===== src/rtl/wkint_pkg.sv =====
package wkint_pkg;

    typedef enum logic [3:0] {
        TRG_LOW  = 4'd0,
        TRG_HIGH = 4'd1,
        TRG_FALL = 4'd2,
        TRG_RISE = 4'd4,
        TRG_BOTH = 4'd6
    } trig_e;

    typedef enum logic {
        ST_FILL = 1'b0,
        ST_LIVE = 1'b1
    } phase_e;

    function automatic logic code_known(input logic [3:0] code);
        case (code)
            TRG_LOW, TRG_HIGH, TRG_FALL, TRG_RISE, TRG_BOTH: code_known = 1'b1;
            default:                                        code_known = 1'b0;
        endcase
    endfunction

    function automatic logic trig_hit(input logic [3:0] code,
                                      input logic cur, input logic old);
        case (code)
            TRG_LOW:  trig_hit = ~cur;
            TRG_HIGH: trig_hit = cur;
            TRG_FALL: trig_hit = old & ~cur;
            TRG_RISE: trig_hit = ~old & cur;
            TRG_BOTH: trig_hit = old ^ cur;
            default:  trig_hit = 1'b0;
        endcase
    endfunction

endpackage


===== src/rtl/wkint_sync.sv =====
module wkint_sync #(
    parameter int WIDTH  = 28,
    parameter int STAGES = 2
) (
    input  logic             clk,
    input  logic             rst_n,
    input  logic [WIDTH-1:0] d_in,
    output logic [WIDTH-1:0] d_out
);
    generate
        if (STAGES == 0) begin : g_bypass
            assign d_out = d_in;
        end else begin : g_chain
            logic [WIDTH-1:0] stage_q [STAGES];
            always_ff @(posedge clk or negedge rst_n) begin
                if (!rst_n) begin
                    for (int i = 0; i < STAGES; i++) stage_q[i] <= '0;
                end else begin
                    stage_q[0] <= d_in;
                    for (int i = 1; i < STAGES; i++) stage_q[i] <= stage_q[i-1];
                end
            end
            assign d_out = stage_q[STAGES-1];
        end
    endgenerate
endmodule


===== src/rtl/wkint_detect.sv =====
module wkint_detect
    import wkint_pkg::*;
#(
    parameter int LINES       = 28,
    parameter int SYNC_STAGES = 2,
    localparam int FIELDS     = (LINES + 1) / 2
) (
    input  logic                  clk,
    input  logic                  rst_n,
    input  logic [LINES-1:0]      cur,
    input  logic [4*FIELDS-1:0]   fld,
    input  logic [LINES-1:0]      clr,
    output logic [LINES-1:0]      pend
);
    localparam int FILL = SYNC_STAGES + 1;
    localparam int CW   = $clog2(FILL + 1);

    phase_e          st_q, st_nx;
    logic [CW-1:0]   cnt_q;
    logic            live;
    logic [LINES-1:0] prev_q, hit;

    // state register
    always_ff @(posedge clk or negedge rst_n) begin
        if (!rst_n) begin
            st_q  <= ST_FILL;
            cnt_q <= '0;
        end else begin
            st_q  <= st_nx;
            if (st_q == ST_FILL) cnt_q <= cnt_q + 1'b1;
        end
    end

    // next state
    always_comb begin
        st_nx = st_q;
        unique case (st_q)
            ST_FILL: st_nx = (cnt_q == CW'(FILL - 1)) ? ST_LIVE : ST_FILL;
            ST_LIVE: st_nx = ST_LIVE;
        endcase
    end

    // outputs of the sequencer
    always_comb begin
        live = 1'b0;
        unique case (st_q)
            ST_FILL: live = 1'b0;
            ST_LIVE: live = 1'b1;
        endcase
    end

    always_ff @(posedge clk or negedge rst_n) begin
        if (!rst_n) begin
            prev_q <= '0;
            pend   <= '0;
        end else begin
            prev_q <= cur;
            pend   <= (pend & ~clr) | hit;
        end
    end

    genvar n;
    generate
        for (n = 0; n < LINES; n++) begin : g_line
            logic [3:0] code;
            assign code   = fld[4*(n/2) +: 4];
            assign hit[n] = live & trig_hit(code, cur[n], prev_q[n]);


            code_gate_chk: assert property (@(posedge clk) disable iff (!rst_n)
                $rose(pend[n]) |-> $past(code_known(code)));
        end
    endgenerate


    fill_quiet_chk: assert property (@(posedge clk) disable iff (!rst_n)
        (st_q == ST_FILL) |=> (pend == '0));

endmodule


===== src/rtl/wkint_regs.sv =====
module wkint_regs #(
    parameter int LINES        = 28,
    parameter int MASK_OFFSET  = 32'h20,
    parameter int PEND_OFFSET  = 32'h24,
    localparam int FIELDS      = (LINES + 1) / 2,
    localparam int CFG_WORDS   = (FIELDS + 7) / 8,
    localparam int MASK_IDX    = MASK_OFFSET / 4,
    localparam int PEND_IDX    = PEND_OFFSET / 4
) (
    input  logic                clk,
    input  logic                rst_n,
    input  logic                we,
    input  logic [5:0]          addr,
    input  logic [31:0]         wdata,
    input  logic [LINES-1:0]    pend,
    output logic [31:0]         rdata,
    output logic [4*FIELDS-1:0] fld,
    output logic [LINES-1:0]    mask,
    output logic [LINES-1:0]    clr
);
    logic [3:0]  idx;
    logic [31:0] cfg_word [CFG_WORDS];

    assign idx = addr[5:2];

    genvar f;
    generate
        for (f = 0; f < FIELDS; f++) begin : g_fld
            always_ff @(posedge clk or negedge rst_n) begin
                if (!rst_n)
                    fld[4*f +: 4] <= 4'd0;
                else if (we && idx == 4'(f / 8))
                    fld[4*f +: 4] <= wdata[4*(f % 8) +: 4];
            end
        end
    endgenerate

    always_ff @(posedge clk or negedge rst_n) begin
        if (!rst_n)
            mask <= '1;
        else if (we && idx == 4'(MASK_IDX))
            mask <= wdata[LINES-1:0];
    end

    assign clr = (we && idx == 4'(PEND_IDX)) ? wdata[LINES-1:0] : '0;

    always_comb begin
        for (int w = 0; w < CFG_WORDS; w++) cfg_word[w] = '0;
        for (int k = 0; k < FIELDS; k++) cfg_word[k / 8][4*(k % 8) +: 4] = fld[4*k +: 4];
    end

    always_comb begin
        rdata = '0;
        for (int w = 0; w < CFG_WORDS; w++)
            if (idx == 4'(w)) rdata = cfg_word[w];
        if (idx == 4'(MASK_IDX)) rdata = 32'(mask);
        if (idx == 4'(PEND_IDX)) rdata = 32'(pend);
    end


    mask_hold_chk: assert property (@(posedge clk) disable iff (!rst_n)
        !(we && idx == 4'(MASK_IDX)) |=> $stable(mask));

endmodule


===== src/rtl/wkint_ctrl.sv =====
module wkint_ctrl #(
    parameter int LINES       = 28,
    parameter int SYNC_STAGES = 2,
    parameter int FIRST_GRP   = 4,
    parameter int GRP_LINES   = 8,
    parameter int GROUPS      = 4,
    localparam int FIELDS     = (LINES + 1) / 2
) (
    input  logic              clk,
    input  logic              rst_n,
    input  logic [LINES-1:0]  line_in,
    input  logic              reg_we,
    input  logic [5:0]        reg_addr,
    input  logic [31:0]       reg_wdata,
    output logic [31:0]       reg_rdata,
    output logic [GROUPS-1:0] irq_grp
);
    logic [LINES-1:0]    cur, pend, mask, clr, act;
    logic [4*FIELDS-1:0] fld;

    wkint_sync #(.WIDTH(LINES), .STAGES(SYNC_STAGES)) u_sync (
        .clk(clk), .rst_n(rst_n), .d_in(line_in), .d_out(cur)
    );

    wkint_detect #(.LINES(LINES), .SYNC_STAGES(SYNC_STAGES)) u_detect (
        .clk(clk), .rst_n(rst_n), .cur(cur), .fld(fld), .clr(clr), .pend(pend)
    );

    wkint_regs #(.LINES(LINES)) u_regs (
        .clk(clk), .rst_n(rst_n), .we(reg_we), .addr(reg_addr), .wdata(reg_wdata),
        .pend(pend), .rdata(reg_rdata), .fld(fld), .mask(mask), .clr(clr)
    );

    assign act = pend & ~mask;

    genvar g;
    generate
        for (g = 0; g < GROUPS; g++) begin : g_grp
            localparam int LO = (g == 0) ? 0 : FIRST_GRP + (g - 1) * GRP_LINES;
            localparam int W  = (g == 0) ? FIRST_GRP : GRP_LINES;
            assign irq_grp[g] = |act[LO +: W];
        end
    endgenerate


    irq_source_chk: assert property (@(posedge clk) disable iff (!rst_n)
        (irq_grp != '0) |-> ((pend & ~mask) != '0));

endmodule


===== config.mk =====
export PLATFORM = sky130hd
export DESIGN_NAME = wkint_ctrl
export DESIGN_NICKNAME = d
export VERILOG_FILES = /design/src/rtl/wkint_pkg.sv /design/src/rtl/wkint_sync.sv /design/src/rtl/wkint_detect.sv /design/src/rtl/wkint_regs.sv /design/src/rtl/wkint_ctrl.sv
export SDC_FILE = /design/constraint.sdc
export NUM_CORES = 1
export LEC_CHECK = 0
export BUFFER_PORTS_ARGS = -buffer_cell sky130_fd_sc_hd__buf_2
export CORE_MARGIN = 5
export CORE_UTILIZATION = 55
export CTS_BUF_LIST = sky130_fd_sc_hd__clkbuf_8
export DETAILED_ROUTE_END_ITERATION = 7
export PLACE_DENSITY_LB_ADDON = 0.15
export SLEW_MARGIN = 40
export SYNTH_ARGS = -nofsm -noshare
export SYNTH_HDL_FRONTEND = slang
export SYNTH_SLANG_ARGS = --single-unit

===== constraint.sdc =====
create_clock -name clk -period 1.6 [get_ports clk]
set_input_delay 0.08 -clock clk [delete_from_list [all_inputs] [get_ports clk]]
set_output_delay 0.08 -clock clk [all_outputs]
set_load 0.01 [all_outputs]

==> results.yml <==
layout:
  fill_cells: 1309
  syn_to_final_growth_pct: 25.8
  instances_no_fill: 1332
  drive_gt1_share_pct: 36.4
  multiInputGateArea_um2: 4670
  seqCellArea_um2: 5030
  mostFrequentLayoutCells: "dfrtp_1 (161), buf_2 (98), inv_1 (87), mux2_2 (87), buf_4 (74)"
  final_nets: 1213
  layout_commonest_cell: "dfrtp_1"
  post-route-cell-area_um2: 12500
clock_network:
  clk_latency_ps: 480
  cts_root_buf: "clkbuf_8"
  cts.sinks: 199
  ctsHtreeMaxLevel: 4
  clk_pin_slew_ps: 100
  cts_buffer_depth: 2
  cts_tree: "built"
  numCtsBuffers: 17
synthesis:
  synth_top_cell_by_area: "dfrtp_1"
  syn_avg_cell_area_um2: 11.2
  ys.flop_type: "dfrtp_1"
  ys_seq_area_share_pct: 50.5
  synth_area_leaders: "dfrtp_1 (43%), mux2_2 (11%), dfstp_2 (7.4%)"
  yosys_register_bits: 199
  synth-edff-count: 0
  ys_types: 39
  synthArstFlopShare_pct: 100
  synth_area_um2: 9930
  syn_nets: 1012
  synth_top_area_share_pct: 43.1
  netlist_instances: 886
  yosys_warnings: 0
routing:
  drtAntennaViolNets: 0
  drtIter0Drc: 427
  vias: 7413
  drt_wl_total_um: 24300
  route.detailed.drc: 0
  drt_first_pass_iters: 5
  via_per_inst: 5.57
  wl_per_cell_um: 18.3
place:
  portBuffers: 102
  dp.cells: 1203
  hpwl_um: 16300
  place_congestion: 0.829
  place_area_um2: 10800
timing:
  skew_ps: 16.3
  finalCritPeriodShare_pct: 119
  setup_violations: 19
  setup_ws_ps: -305
  rsz0062_at_grt: "yes"
  slew_headroom_pct: 65.5
  min_period_ps: 1900
  finalHoldViolations: 0
  worst_pin_slew_ps: 517
  slew_violations: 0
  max_freq_mhz: 525
pwr:
  pwr-share-clk_pct: 23.7
  p_int_mw: 9.16
  power_switching_mw: 4.34
  ir_worst_vdd_mv: 0.725
  pwr_density_cell_nw_per_um2: 1080
  p_leak_nw: 5.86
  pwr-share-seq_pct: 49.0
  p_sw_share_pct: 32.1
  pwr-share-comb_pct: 27.3
critical_path:
  r2r_cells: 6
  crit_type: "flop to output pin"
  worst_path_largest_cell_delay_ps: 570
  r2r_slack_ps: 200
  cp_cell_sequence: "o22ai_2 -> or4_4 -> buf_6"
  r2r_end: "u_detect.pend[21]"
  startpoint_type: "flop"
  crit_arrival_ps: 1820
  crit_path_end_kind: "output pin"
  r2r-start: "u_regs.fld[41]"
  cp_slowest_cell: "dfstp_2"
  path_max_fanout: 2
  cp.required_ps: 1520
global_routing:
  grt_pass1_vias: 7523
  grt_use_total_pct: 23.9
  grt_overflow_total: 0
  grt_max_degree: 60
  grt_first_pass_wirelength_um: 38800
  antenna_found_initial: 2
floorplan:
  die_w_um: 144
  die_h_um: 144
  core_area_um2: 17800
  rows: 49
  die_area_um2: 20800
  start_util_pct: 55.7
  io_pins: 105
status:
  status: "complete, but fails checks"
  violations: "setup timing"
job:
  cap_violations: 0
worst_hold_path:
  hold_class: "input pin to asynchronous set/reset pin"
timing repair:
item | in CTS | in global routing
pin swaps | 18 | 10
hold buffers | 61 | 0
gates resized for setup | 46 | 43
setup endpoints to repair | 21 | 26
hold endpoints to repair | 317 | 0
buffers inserted | 26 | 8
power by group through the flow:
stage / combinational, mW / sequential (mW) / clock [mW]
finish: 3.68 / 6.61 / 3.20
floorplan: 2.24 / 6.29 / 0
CTS: 3.44 / 6.54 / 3.26
global route: 4.02 / 6.71 / 3.49
detailed placement: 2.87 / 6.72 / 0
global placement: 2.81 / 6.70 / 0
logic make-up after synthesis:
group | share of synthesized area [%]
multiplexers | 12.2
flip-flops | 50.5
buffers and inverters | 6.09
adder cells (fa/ha/maj) | 7.18
AO/OA/AOI/OAI | 12.9
AND/OR/NAND/NOR | 8.51
XOR/XNOR | 2.56
sequential cells by signal, indices dropped and copies added (netlist names):
name                    cells
u_detect.st_q               1
u_regs.fld                 56
u_detect.prev_q            28
u_sync.d_out               28
u_detect.cnt_q              2
u_detect.pend              28
u_sync.g_chain.stage_q     28
u_regs.mask                28
Yosys cell counts (18+ instances only):
library cell and n:
mux2_2 99, o32ai_1 26, nor2_1 18, a21oi_1 42
o21ai_0 55, clkbuf_1 31, o2bb2ai_1 26, inv_1 86
ha_1 57, nand3b_1 54, xor2_1 28, nand2_1 56
dfstp_2 28, dfrtp_1 171
through the flow:
| step | worst slack, ps | TNS [ps] | power [mW] | utilization (%) | hold WS (ps) |
|---|---|---|---|---|---|
| 2_1_floorplan | 375 | 0 | 8.54 | - | -216 |
| 3_3_place_gp | 139 | 0 | 9.51 | 60.8 | 27.5 |
| 3_5_place_dp | 133 | 0 | 9.59 | 60.8 | 33.6 |
| 4_1_cts | -300 | -2640 | 13.2 | 68.5 | 68.2 |
| 5_1_grt | -365 | -3970 | 14.2 | 70.0 | 88.7 |
| 6_report | -305 | -2500 | 13.5 | 70.0 | 74.4 |
worst max-delay path: cells and delay by family, from the launching register on:
| kind | cells | cell delay, ps |
|---|---|---|
| AO/OA/AOI/OAI | 1 | 80 |
| buffers and inverters | 1 | 140 |
| flip-flops | 1 | 570 |
| AND/OR/NAND/NOR | 1 | 560 |
per-layer routing:
| layer | GRT usage, % | part of all wire (%) | routed length, um |
|---|---|---|---|
| met1 | 30.7 | 44 | 10600 |
| met2 | 41.3 | 50 | 12100 |
| met3 | 4.37 | 3.7 | 910 |
| met4 | 6.97 | 2.5 | 614 |
| met5 | 0 | 0 | 0 |
final cells by class:
| type | instances | share of cell area, % |
|---|---|---|
| Clock inverter | 13 | 0.981 |
| Inverter | 86 | 2.58 |
| Antenna cell | 3 | 0.0601 |
| Tap cell | 229 | 2.29 |
| Sequential cell | 199 | 40.2 |
| Timing Repair Buffer | 244 | 14.4 |
| Multi-Input combinational cell | 539 | 37.3 |
| Clock buffer | 19 | 2.09 |
worst max path at each step:
stage,endpoint,from,depth (start not counted)
after floorplan,irq_grp[1],u_regs.mask[4],2
after global placement,irq_grp[2],u_regs.mask[12],3
after detailed placement,irq_grp[2],u_regs.mask[12],3
after CTS,irq_grp[3],u_regs.mask[20],3
after global routing,irq_grp[2],u_regs.mask[18],3
final,irq_grp[2],u_regs.mask[18],3
Power figures use the tool's default switching activity.
